[src/rtl/decade_pkg.sv]
package decade_pkg;
  // Strobes from control to datapath; at most one is high in a cycle.
  typedef struct packed {
    logic clear;
    logic preset;
    logic step;
  } cnt_strobe_t;
endpackage

[src/rtl/decade_ctrl.sv]
module decade_ctrl
  import decade_pkg::*;
#(
  parameter int CNT_W      = 4,
  parameter int MOD_N      = 10,
  parameter int PRESET_VAL = 9
) (
  input  logic             clk,
  input  logic             rstN,
  input  logic             countEn,
  input  logic             clrA,
  input  logic             clrB,
  input  logic             setA,
  input  logic             setB,
  input  logic [CNT_W-1:0] countQ,
  output cnt_strobe_t      strobes,
  output logic             termCnt
);
  localparam logic [CNT_W-1:0] LAST = CNT_W'(MOD_N - 1);
  localparam logic [CNT_W-1:0] PVAL = CNT_W'(PRESET_VAL);

  logic gatedClr, gatedSet, atLast, outOfRange;

  assign gatedClr = clrA & clrB;
  assign gatedSet = setA & setB;
  assign atLast   = (countQ == LAST);

  // A range check is only needed when the modulus leaves unused codes.
  generate
    if (MOD_N < (1 << CNT_W)) begin : g_range
      assign outOfRange = (countQ > LAST);
    end else begin : g_full
      assign outOfRange = 1'b0;
    end
  endgenerate

  // Priority: gated clear, gated preset, range recovery / wrap, step.
  always_comb begin
    strobes.clear  = gatedClr | (~gatedSet & (outOfRange | (countEn & atLast)));
    strobes.preset = gatedSet & ~gatedClr;
    strobes.step   = countEn & ~gatedClr & ~gatedSet & ~outOfRange & ~atLast;
  end

  assign termCnt = countEn & atLast;


  clr_gate_chk: assert property (@(posedge clk) disable iff (!rstN)
    (clrA && clrB) |=> (countQ == '0));


  preset_gate_chk: assert property (@(posedge clk) disable iff (!rstN)
    (setA && setB && !(clrA && clrB)) |=> (countQ == PVAL));


  step_chk: assert property (@(posedge clk) disable iff (!rstN)
    (countEn && !(clrA && clrB) && !(setA && setB) && countQ < LAST)
      |=> (countQ == $past(countQ) + 1'b1));


  hold_chk: assert property (@(posedge clk) disable iff (!rstN)
    (!countEn && !(clrA && clrB) && !(setA && setB) && countQ <= LAST)
      |=> $stable(countQ));


  tc_wrap_chk: assert property (@(posedge clk) disable iff (!rstN)
    (termCnt && !(setA && setB)) |=> (countQ == '0));


  range_chk: assert property (@(posedge clk) disable iff (!rstN)
    (countQ > LAST && !(setA && setB)) |=> (countQ == '0));
endmodule

[src/rtl/decade_dp.sv]
module decade_dp
  import decade_pkg::*;
#(
  parameter int CNT_W      = 4,
  parameter int PRESET_VAL = 9
) (
  input  logic             clk,
  input  logic             rstN,
  input  cnt_strobe_t      strobes,
  output logic [CNT_W-1:0] countQ
);
  localparam logic [CNT_W-1:0] PVAL = CNT_W'(PRESET_VAL);

  always_ff @(posedge clk or negedge rstN) begin
    if (!rstN)               countQ <= '0;
    else if (strobes.clear)  countQ <= '0;
    else if (strobes.preset) countQ <= PVAL;
    else if (strobes.step)   countQ <= countQ + 1'b1;
  end


  strobe_excl_chk: assert property (@(posedge clk) disable iff (!rstN)
    $onehot0({strobes.clear, strobes.preset, strobes.step}));
endmodule

[src/rtl/decade_counter.sv]
module decade_counter
  import decade_pkg::*;
#(
  parameter int CNT_W      = 4,
  parameter int MOD_N      = 10,
  parameter int PRESET_VAL = 9
) (
  input  logic             clk,
  input  logic             rstN,
  input  logic             countEn,
  input  logic             clrA,
  input  logic             clrB,
  input  logic             setA,
  input  logic             setB,
  output logic [CNT_W-1:0] qOut,
  output logic             termCnt
);
  cnt_strobe_t strobes;

  decade_ctrl #(.CNT_W(CNT_W), .MOD_N(MOD_N), .PRESET_VAL(PRESET_VAL)) ctrl_i (
    .clk(clk), .rstN(rstN), .countEn(countEn),
    .clrA(clrA), .clrB(clrB), .setA(setA), .setB(setB),
    .countQ(qOut), .strobes(strobes), .termCnt(termCnt)
  );

  decade_dp #(.CNT_W(CNT_W), .PRESET_VAL(PRESET_VAL)) dp_i (
    .clk(clk), .rstN(rstN), .strobes(strobes), .countQ(qOut)
  );


  reset_out_chk: assert property (@(posedge clk) !rstN |-> (qOut == '0 && !termCnt));
endmodule

[config.mk]
export PLATFORM = sky130hd
export DESIGN_NAME = decade_counter
export DESIGN_NICKNAME = d
export VERILOG_FILES = /design/src/rtl/decade_pkg.sv /design/src/rtl/decade_ctrl.sv /design/src/rtl/decade_dp.sv /design/src/rtl/decade_counter.sv
export SDC_FILE = /design/constraint.sdc
export NUM_CORES = 1
export LEC_CHECK = 0
export BUFFER_PORTS_ARGS = -buffer_cell sky130_fd_sc_hd__buf_2
export CELL_PAD_IN_SITES_DETAIL_PLACEMENT = 1
export CELL_PAD_IN_SITES_GLOBAL_PLACEMENT = 2
export CORE_MARGIN = 1
export CORE_UTILIZATION = 23
export CTS_BUF_LIST = sky130_fd_sc_hd__clkbuf_8 sky130_fd_sc_hd__clkbuf_16
export DETAILED_ROUTE_END_ITERATION = 8
export MAX_ROUTING_LAYER = met4
export PLACE_DENSITY = 0.72
export SLEW_MARGIN = 20
export SYNTH_ARGS = -nofsm -noshare
export SYNTH_HDL_FRONTEND = slang
export SYNTH_SLANG_ARGS = --single-unit
[constraint.sdc]
create_clock -name clk -period 1.85 [get_ports clk]
set_clock_uncertainty 0.15 [all_clocks]
set_input_delay 0.0925 -clock clk [delete_from_list [all_inputs] [get_ports clk]]
set_output_delay 0.0925 -clock clk [all_outputs]
set_load 0.01 [all_outputs]
* Word-level counts from Yosys, hierarchy flattened
Cells that the tools add are included.
Word-level totals: flip-flop bits (word level) 4, bits of input ports 7, output and inout bits 5, word-level logic and storage cells 23
Cells by class: add/sub/neg operators 1, $lt $le $gt $ge 1, eq/ne operators 1, multiplexer cells 3, bitwise gates (word level) 15, reduce and logical (&&, ||, !) cells 1
Operator list (number):
- $mux 4 | 3
- $and 1x1->1 | 9
- $add 4x1->4 const B | 1
- $eq 4x4->1 const B | 1
- $gt 4x4->1 const B | 1
- $not 1->1 | 4
- $reduce_bool 3->1 | 1
- $or 1x1->1 | 2

* Depth between registers and ports, before layout
Gate-level depths: netlist (run 1).
word-level depth 9, gate-level depth with buffers 6, depth with buffers taken out 6

* Modules after synthesis
A second synthesis (run 1) with hierarchy kept.
Second synthesis, totals: cell total of the unflattened synthesis 25, area, all modules 241.5 um2
By module, submodules not included:
- decade_dp | instances 1, cells each 16, area an instance 182.7 um2, seq. area each 100.1 um2
- decade_ctrl | instances 1, cells each 9, area an instance 58.8 um2, seq. area each 0.0 um2

* Worst setup path after synthesis (run 1)
OpenSTA, ideal clock, no wires.
path kind register to register, start point register dp_i.countQ[1], end point register dp_i.countQ[3], setup time 0.137 ns, data arrival time 1.201 ns, required time 1.563 ns, slack 0.362 ns, stages on the path, launching flop included 7, buffers on the path 0, clock period less this slack 1.488 ns, path through dfrtp_1 -> inv_1 -> ha_1 -> nand2_1 -> or2_4 -> a211oi_2 -> nor3_1
On the way: word-level cells in the longest chain between the ends 6, elaborated cells between the ends (all ways) 15, classes of those cells add/sub (1); order compare (1); eq/ne (1); mux (3); bitwise (8); reduce/logical (1)
Ends and longest elaborated chain:
- start: declaration | RTL line decade_dp.sv:10 | output logic [CNT_W-1:0] countQ
- start signal: assignment | RTL line decade_dp.sv:18 | else if (strobes.step) countQ <= countQ + 1'b1;
- branches (longest 6 deep; another with $gt 4x4->1)
Parallel ways; which one is timed is not known. The select of a mux whose other input is x is not followed. A chain may end at the register's enable or synchronous reset.

* Worst setup path after layout (run 1)
start point register dp_i.countQ[1], end point output termCnt
On the way: word-level cells in the longest chain between the ends 2
Ends and longest elaborated chain:
- $eq 4x4->1 | RTL line decade_ctrl.sv:26 | assign atLast = (countQ == LAST);
- $and 1x1->1 | RTL line decade_ctrl.sv:44 | assign termCnt = countEn & atLast;
- end: declaration | RTL line decade_counter.sv:16 | output logic termCnt
No other way between the ends.

==> impl_results.md, run 1 <==
* Root buffer cell: clkbuf_8
* Most common cell after layout, fill and taps aside: buf_2
* Buffers plus inverters on the worst setup path at 2
* Crit path max fanout at 6
* Vias in the first global route at 326
* Worst EP arrival at around 1.5 ns
* Core area at 0.001171 sq mm
* Skew-Pair Late Insertion Delay at 0.22 ns
* Die Y at 38.29 um
* Nets@finish at 64
* Starting DRT DRC Count at 3
* Worst-margin pin slew at between 0.3 and 0.4 ns
* Layout cells sized above 1 at around 33%
* Synth-to-layout area growth at 40.91%
* Worst hold-check path type: input port to flop
* Critical Path Max Stage Delay at 0.43 ns
* Biggest regs: dp_i.countQ: 4 flops
* Initial core utilization at between 20% and 30%
* Cts repair resizes at 0
* WL final at 871 um
* Setup violations, final at 0
* Mean Syn Cell Area at roughly 8.2 sq um
* Yosys warns at 0
* CP cell instances: inv_1, ha_1, nand2_1, or2_4, nor2_1, buf_2
* Setup TNS at 0 ns
* Final Critical Period at 1.714 ns
* Most frequent cells in the layout: buf_2, nand2_1, nor2_1, a21oi_1, dfrtp_1
* Leak pwr at ~0.21 nW
* TritonCTS buffer count at 3
* RSZ-0062 raised after global routing: no
* CTS max path bufs at 2
* Hold Fails Final Rpt at 0
* Synth Register Bits at 4
* CTS sink cnt at 4
* Initial antenna violation count at 0
* Num rows at 12
* Synth Cell Area at 302.8 sq um
* Crit-path slowest cell: dfrtp_1
* Reg with most FFs: dp_i.countQ
* CTS tree: yes
* Post-CTS Hold Fix Bufs at 1
* Number of port buffers at 11
* DR vias at about 340
* Top delay family on crit path: flip-flops
* Die X at about 38 um
* First-pass GRT wire length at around 1400 um
* Max reg flops at 4
* Slew Viols, Final at 0
* Total gr overflow at 0
* Final Cycle Share at 92.65%
* Synthesized instance count at 37
* Htree depth at 1
* Drt pass-1 iters at 4
* Max-cap violations at 0
* Boundary Pins at 12
* Setup CP Type: flop to output pin
* Slew headroom at 75.77%
* Total GRT Usage at 15.18%
* ANT nets after route at 0
* CP Launch Type: flop
* Req. time, crit path at roughly 1.6 ns
* Vias per inst at 5.076
* Pwr per Cell Area at 1358 mW/mm^2
* Routed len/inst at 13.20 um
* Sequential share of the synthesized area at between 30% and 40%
* Die area at about 0.0015 sq mm
* CP Capture Type: output pin
* Hold WS at approximately 0.054 ns
* Pin count of the biggest net entering global routing at 9
* Status: finished, final reports clean
* # diodes at 0
* Clock transition at path regs at around 0.03 ns
* Syn nets at between 40 and 50
* Peak VDD IR at 0.4293 mV
* Post-CTS Setup Repair Bufs at 0
* Synth cell types at 18
* DRC Markers at 0
* RePlAce Congestion at ~0.79
* Post-DP HPWL at 700.3 um
* Fmax at ~580 MHz
==> cell type report <==
| cell class | count | area (sq um) |
|---|---|---|
| flip-flops and latches | 4 | 100.1 |
| fillers | 155 | 744.5 |
| clock buffers | 3 | 41.29 |
| repair buffers | 12 | 65.06 |
| well taps | 14 | 17.52 |
| multi-input cells | 30 | 191.4 |
| inverters | 3 | 11.26 |
==> synth_stat cells <==
library cell  n  area (sq um)
nand2_1       7         26.28
a21oi_1       4         20.02
dfrtp_1       4         100.1
nor2_1        4         15.01
ha_1          3         37.54
inv_1         3         11.26
a2111oi_0     1         8.760
a211oi_2      1         12.51
a21oi_2       1         8.760
a221o_1       1         10.01
a31oi_1       1         6.260
and2_1        1         6.260
and4_1        1         8.760
nand3_1       1         5.000
nor3_1        1         5.000
o21ai_0       1         5.000
o21bai_1      1         7.510
or2_4         1         8.760
==> cells by family (layout without fill, tap and decap cells) <==
family                   after synthesis  count (layout)  synth area share (%)
buffers and inverters                  3              18                 3.719
AO/OA/AOI/OAI                         11              11                 26.03
flip-flops                             4               4                 33.06
AND/OR/NAND/NOR                       16              16                 24.79
adder cells (fa/ha/maj)                3               3                 12.40
==> final timing paths <==
check                               startpoint             end  slack (ns)  cells after the start
worst max register to register  dp_i.countQ[1]  dp_i.countQ[3]        0.29                      6
worst min-delay path                   countEn  dp_i.countQ[1]        0.05                      3
min in group asynchronous                 rstN  dp_i.countQ[0]        0.07                      2
max in group asynchronous                 rstN  dp_i.countQ[2]        1.36                      2
worst min register to register  dp_i.countQ[2]  dp_i.countQ[2]        0.48                      2
worst max-delay path            dp_i.countQ[1]         termCnt        0.14                      6
==> routing by layer <==
layer  wire (um)  up-vias  GRT usage, %
met4           0        0         2.679
met3          67        0         8.721
met1         366      161         16.97
met5           0        -             -
met2         437       12         23.73
li1            -      162             -
==> worst min-delay path: stages <==
cell	delay, ns
buf_2	0.13
nand3_1	0.08
a21oi_1	0.06
==> report_power, final <==
part           switching (mW)  leakage (nW)  internal, mW
logic                   0.122         0.137         0.105
registers              0.0495        0.0512         0.115
clock network          0.0487        0.0216         0.139
==> per-stage QoR <==
stage / setup slack, ns / std cells / instance area [sq um] / total power, mW / util (%)
finish: 0.1360 / 66 / 426.7 / 0.5795 / 36.43
global placement: 0.3322 / 62 / 375.4 / 0.3834 / 32.05
floorplan: 0.3618 / 37 / 302.8 / 0.3083 / -
detailed placement: 0.2807 / 62 / 375.4 / 0.3981 / 32.05
CTS: 0.1153 / 66 / 426.7 / 0.5945 / 36.43
global route: 0.02196 / 66 / 426.7 / 0.6316 / 36.43
Power figures use the tool's default switching activity.
==> run 2: changes to the inputs <==
- ABC_AREA: unset -> 1
- PLACE_DENSITY: 0.72 -> 0.73
==> run 2 against run 1 <==
Synthesized cell count increased by 38%. Cell area increased by 11%. Routed wire length decreased by 6.9%. Count of clock-buffer cells in the layout unchanged. Sequential cell count unchanged. Clock power decreased by 5%. Non-clock buffer count unchanged. Maximum frequency increased by 9.7%. Global-route usage decreased by 1.5 points. Worst setup slack improved by 0.15 ns.
==> impl_results.md, run 2 <==
* Status: finished, final reports clean
* Async set-reset flop share out of synthesis at 100.0% (unchanged)
* Most used DFF post-synth: dfrtp_1
* Reg with most FFs: dp_i.countQ
* Synth-to-layout area growth at 34.16%
* Setup CP Type: flop to flop
* Worst hold-check path type: input port to asynchronous set/reset pin
* Setup violations, final at 0 (unchanged)
* DR vias at 361 (+7.8%)
* Slew headroom at 83.10% (+7.3 points)
* Starting DRT DRC Count at 5 (+2)
* Max reg flops at 4 (unchanged)
* Nets@finish at 77 (+20%)
* Number of port buffers at 11 (unchanged)
* Root buffer cell: clkbuf_8
* Leak pwr at 0.2942 nW (+40%)
* Total GRT Usage at 13.73% (-1.5 points)
* Layout cells sized above 1 at 30.77% (-1.9 points)
* Pin count of the biggest net entering global routing at 9 (unchanged)
* Boundary Pins at 12 (unchanged)
* Synth Register Bits at 4 (unchanged)
* Max-cap violations at 0 (unchanged)
* Synth area leaders: dfrtp_1, nand2_1, ha_1, nand3_1, inv_1
* Htree depth at 1 (unchanged)
* ANT nets after route at 0 (unchanged)
* Yosys warns at 0 (unchanged)
* Die Y at 41.10 um (+7.3%)
* Most common cell after layout, fill and taps aside: nand2_1
* Initial core utilization at 25.73% (-0.12 points)
* Synthesized instance count at 51 (+38%)
* Critical Path Max Stage Delay at 0.43 ns (about the same)
* Final Critical Period at 1.563 ns (-0.1509 ns)
* Synth area leader: dfrtp_1
* Skew-Pair Late Insertion Delay at 0.21 ns (about the same)
* Synth cell types at 15 (-3)
* Cell with the most instances after synthesis: nand2_1
* Number of enable flip-flop cells after synthesis at 0 (unchanged)
* Biggest regs: dp_i.countQ: 4 flops
* Worst-margin pin slew at 0.2535 ns (-0.1009 ns)
* Drt pass-1 iters at 2 (-2)
* Peak VDD IR at 0.5681 mV (+32%)
* CP cell instances: inv_1, ha_1, inv_1, o21ai_0, nand3_2, nand3_1, nand3_1
* Pwr per Cell Area at 1312 mW/mm^2 (-3.4%)
* Crit-path slowest cell: dfrtp_1
* RSZ-0062 raised after global routing: no
* Clock transition at path regs at 0.03 ns (about the same)
* Fmax at 639.8 MHz (+9.7%)
* CTS sink cnt at 4 (unchanged)
* CP Launch Type: flop
* Vias per inst at 4.513 (-11%)
* Hold Fails Final Rpt at 0 (unchanged)
* CTS max path bufs at 2 (unchanged)
* Cell Count Post-Placement at 76 (+23%)
* Syn nets at 61 (+30%)
* DRC Markers at 0 (unchanged)
* Die area at 0.001689 sq mm (+15%)
* Mean Syn Cell Area at 6.894 sq um (-16%)
* Final Cycle Share at 84.49% (-8.2 points)
* Num rows at 13 (+1)
* Setup TNS at 0 ns (unchanged)
* Synth cell count leaders: nand2_1, inv_1, nand3_1
* # diodes at 0 (unchanged)
* Req. time, crit path at 1.79 ns (+0.18 ns)
* Sequential share of the synthesized area at 28.47% (-4.6 points)
* WL final at 811 um (-6.9%)
* Core area at 0.001366 sq mm (+17%)
* TritonCTS buffer count at 3 (unchanged)
* Worst EP arrival at 1.50 ns (+0.03 ns)
* Non-Filler Instances at 80 (+21%)
* Synth Cell Area at 351.6 sq um (+16%)
* CTS tree: yes
* CP Capture Type: flop
* First-pass GRT wire length at 1366 um (-4.3%)
* Crit path max fanout at 6 (unchanged)
* Filler Cells Inserted at 191 (+23%)
* Vias in the first global route at 332 (+1.8%)
* Total gr overflow at 0 (unchanged)
* Slew Viols, Final at 0 (unchanged)
* Initial antenna violation count at 0 (unchanged)
* Post-DP HPWL at 646.7 um (-7.7%)
* Cts repair resizes at 0 (unchanged)
* Most frequent cells in the layout: nand2_1, buf_2, inv_1, nand3_1
* Post-synth top area share at 28.47% (-4.6 points)
* Die X at 41.10 um (+7.3%)
* RePlAce Congestion at 0.7343 (-7.1%)
* Routed len/inst at 10.14 um (-23%)
## run 2: routing by layer
layer  share of wire (%)  global-route usage (%)  vias to the layer above  routed length, um
li1                    -                       -                      194                  -
met1                  50                   15.51                      157                403
met2                  45                   19.92                        8                365
met3                 3.8                   3.261                        2                 31
met4                 1.2                   12.10                        0                 10
met5                   0                       -                        -                  0
## run 2: what timing repair did
action	in CTS	in global routing
hold buffers	1	0
setup buffers	0	0
hold endpoints to repair	4	0
## run 2: path summary, 6_finish.rpt
check	endpoint	from	slack, ns	cells past startpoint
worst max-delay path	dp_i.countQ[0]	dp_i.countQ[0]	0.29	7
worst max register to register	dp_i.countQ[0]	dp_i.countQ[0]	0.29	7
max in group asynchronous	dp_i.countQ[0]	rstN	1.37	2
worst min-delay path	dp_i.countQ[3]	rstN	0.07	2
min in group clk	dp_i.countQ[2]	setB	0.09	4
worst min register to register	dp_i.countQ[1]	dp_i.countQ[1]	0.48	2
## run 2: through the flow
stage                     total power [mW]  utilization, %  setup WS (ns)  instance area, sq um  hold slack (ns)
after detailed placement            0.4465           30.77         0.2801                 420.4          -0.2531
after CTS                           0.6363           34.52         0.2691                 471.7          0.04984
after floorplan                     0.3606               -         0.3623                 351.6          -0.3531
final                               0.6190           34.52         0.2869                 471.7          0.06608
after global routing                0.6928           34.52         0.1391                 471.7          0.06737
after global placement              0.4450           30.77         0.2817                 420.4          -0.2494
## run 2: logic make-up after synthesis
| family | share of synthesized area (%) |
|---|---|
| flops | 28.47 |
| compound gates | 2.847 |
| fa+ha+maj | 10.68 |
| simple gates | 43.06 |
| buf+inv | 9.963 |
| xor+xnor | 4.983 |
## run 2: where the power goes
part	switching [mW]	internal, mW
registers	0.0556	0.120
clock network	0.0408	0.138
logic	0.155	0.110
## run 2: final cells by class
| cell class | instances | area, sq um | area share (%) |
|---|---|---|---|
| flip-flops and latches | 4 | 100.1 | 21.22 |
| well taps | 15 | 18.77 | 3.979 |
| repair buffers | 12 | 65.06 | 13.79 |
| clock buffers | 3 | 41.29 | 8.753 |
| inverters | 8 | 30.03 | 6.366 |
| multi-input cells | 38 | 216.5 | 45.89 |
## run 2: worst max-delay path, delay by kind of cell (launching register included)
| kind | cells | cell delay [ns] |
|---|---|---|
| flops | 1 | 0.43 |
| simple gates | 3 | 0.35 |
| fa+ha+maj | 1 | 0.18 |
| compound gates | 1 | 0.18 |
| buf+inv | 2 | 0.14 |
==> run 3: changes to the inputs <==
- clock period: 1.85 -> 1.6 ns (I/O delays scaled with it)
==> run 3 against run 2 <==
Critical path depth unchanged. First-iteration DRC count down 100%. Clock power up 17%. Largest cell class unchanged. Non-clock buffer count up 2. Largest power group unchanged. Maximum frequency up 5.8%. Routed wire length up 11%. Power up 25%. Critical endpoint unchanged. Highest routed layer unchanged. Sequential cell count unchanged. Combinational power up 42%. Cell area up 5.0%.
==> impl_results.md, run 3 (synthesized netlist as in run 2, its figures left out) <==
* Status: finished, final reports clean
* Total GRT Usage at 15.04% (+1.3 points)
* Reg with most FFs: dp_i.countQ
* Core area at 0.001366 sq mm (unchanged)
* Pwr per Cell Area at 1558 mW/mm^2 (+19%)
* Initial core utilization at 25.73% (unchanged)
* CP Launch Type: flop
* DR vias at 374 (+3.6%)
* DRC Markers at 0 (unchanged)
* Final Critical Period at 1.477 ns (-0.08599 ns)
* Register area at 100.1 sq um (unchanged)
* Number of port buffers at 11 (unchanged)
* Slew Viols, Final at 0 (unchanged)
* CP cell instances: inv_1, ha_2, inv_1, o21ai_2, nand3_2, nand3_1, nand3_1
* CP Capture Type: flop
* Setup violations, final at 0 (unchanged)
* Vias per inst at 4.561 (+1.1%)
* Slew headroom at 80.12% (-3.0 points)
* Leak pwr at 0.3020 nW (+2.6%)
* Top delay family on crit path: flip-flops
* Layout cells sized above 1 at 37.31% (+6.5 points)
* Worst hold-check path type: input port to asynchronous set/reset pin
* Hold Fails Final Rpt at 0 (unchanged)
* Initial antenna violation count at 0 (unchanged)
* Biggest regs: dp_i.countQ: 4 flops
* RePlAce Congestion at 0.6535 (-11%)
* Setup CP Type: flop to flop
* Num rows at 13 (unchanged)
* ANT nets after route at 0 (unchanged)
* Fmax at 677.0 MHz (+5.8%)
* Starting DRT DRC Count at 0 (-5)
* # diodes at 0 (unchanged)
* Post-CTS Setup Repair Bufs at 0 (unchanged)
* Max-cap violations at 0 (unchanged)
* Clock transition at path regs at 0.03 ns (about the same)
* Htree depth at 1 (unchanged)
* Skew-Pair Late Insertion Delay at 0.21 ns (about the same)
* Peak VDD IR at 0.7637 mV (+34%)
* Multi-input logic area at 225.2 sq um (+4.0%)
* Die Y at 41.10 um (unchanged)
* Final core occ at 36.26% (+1.7 points)
* Critical Path Max Stage Delay at 0.39 ns (-0.04 ns)
* CTS sink cnt at 4 (unchanged)
* Routed len/inst at 11.00 um (+8.5%)
* Root buffer cell: clkbuf_8
* First-pass GRT wire length at 1552 um (+14%)
* Drt pass-1 iters at 1 (-1)
* RSZ-0062 raised after global routing: no
* Boundary Pins at 12 (unchanged)
* Crit-path slowest cell: dfrtp_1
* Final Cycle Share at 92.32% (+7.8 points)
* WL final at 902 um (+11%)
* Req. time, crit path at 1.54 ns (-0.25 ns)
* Die X at 41.10 um (unchanged)
* Pin count of the biggest net entering global routing at 9 (unchanged)
* CTS max path bufs at 2 (unchanged)
* CTS tree: yes
* TritonCTS buffer count at 3 (unchanged)
* Filler Cells Inserted at 181 (-5.2%)
* Most frequent cells in the layout: nand2_1, buf_2, inv_1, nand3_1
* Post-DP HPWL at 761.2 um (+18%)
* Total gr overflow at 0 (unchanged)
* Worst EP arrival at 1.42 ns (-0.08 ns)
* Vias in the first global route at 359 (+8.1%)
* Worst-margin pin slew at 0.2982 ns (+0.04472 ns)
* Most common cell after layout, fill and taps aside: nand2_1
* Nets@finish at 79 (+2.6%)
* Synth-to-layout area growth at 40.93%
* Die area at 0.001689 sq mm (unchanged)
* Max reg flops at 4 (unchanged)
* Buffers plus inverters on the worst setup path at 2 (unchanged)
* Crit path max fanout at 6 (unchanged)
* Setup TNS at 0 ns (unchanged)
## run 3: timing repair
| action | in CTS | in global routing |
|---|---|---|
| hold endpoints to repair | 4 | 0 |
| resized for setup | 0 | 4 |
| setup endpoints to repair | 0 | 4 |
| hold buffers | 1 | 0 |
## run 3: area by class of cell
| class | count | area share, % |
|---|---|---|
| Clock buffer | 3 | 8.333 |
| Multi-Input combinational cell | 38 | 45.45 |
| Sequential cell | 4 | 20.20 |
| Tap cell | 15 | 3.788 |
| Inverter | 8 | 6.061 |
| Timing Repair Buffer | 14 | 16.16 |
## run 3: worst paths after layout
check | startpoint | to | slack (ns) | cells after the start
max in group asynchronous | rstN | dp_i.countQ[3] | 1.14 | 2
worst min register to register | dp_i.countQ[0] | dp_i.countQ[0] | 0.48 | 3
worst min-delay path | rstN | dp_i.countQ[1] | 0.05 | 2
worst max-delay path | dp_i.countQ[0] | dp_i.countQ[0] | 0.12 | 7
min in group clk | setB | dp_i.countQ[1] | 0.08 | 4
worst max register to register | dp_i.countQ[0] | dp_i.countQ[0] | 0.12 | 7
## run 3: power by group
group	leakage [nW]	internal [mW]	total [mW]	switching (mW)
Clock	0.0216	0.160	0.209	0.0486
Combinational	0.228	0.163	0.375	0.212
Sequential	0.0522	0.138	0.188	0.0501
## run 3: routing by layer
metal  global-route usage (%)  routed length (um)  vias to the layer above
met4                    9.677                  14                        0
met1                    18.24                 419                      166
li1                         -                   -                      196
met3                    3.261                  38                        2
met2                    22.27                 429                       10
met5                        -                   0                        -
## run 3: metrics by stage
stage | area (sq um) | hold WS (ns) | setup WS, ns | power (mW) | cells
final | 495.5 | 0.04794 | 0.1229 | 0.7720 | 82
after CTS | 486.7 | 0.04130 | 0.01944 | 0.7716 | 82
after detailed placement | 435.4 | -0.2629 | 0.02178 | 0.5548 | 78
after floorplan | 351.6 | -0.3656 | 0.1123 | 0.4169 | 51
after global routing | 495.5 | 0.06936 | 0.01249 | 0.8529 | 82
after global placement | 435.4 | -0.2625 | 0.09841 | 0.5445 | 78
## run 3: worst reg2reg max path: stages, from the launching register on
cell and delay [ns]:
dfrtp_1 0.39, inv_1 0.09, ha_2 0.19, inv_1 0.05
o21ai_2 0.11, nand3_2 0.16, nand3_1 0.13, nand3_1 0.07
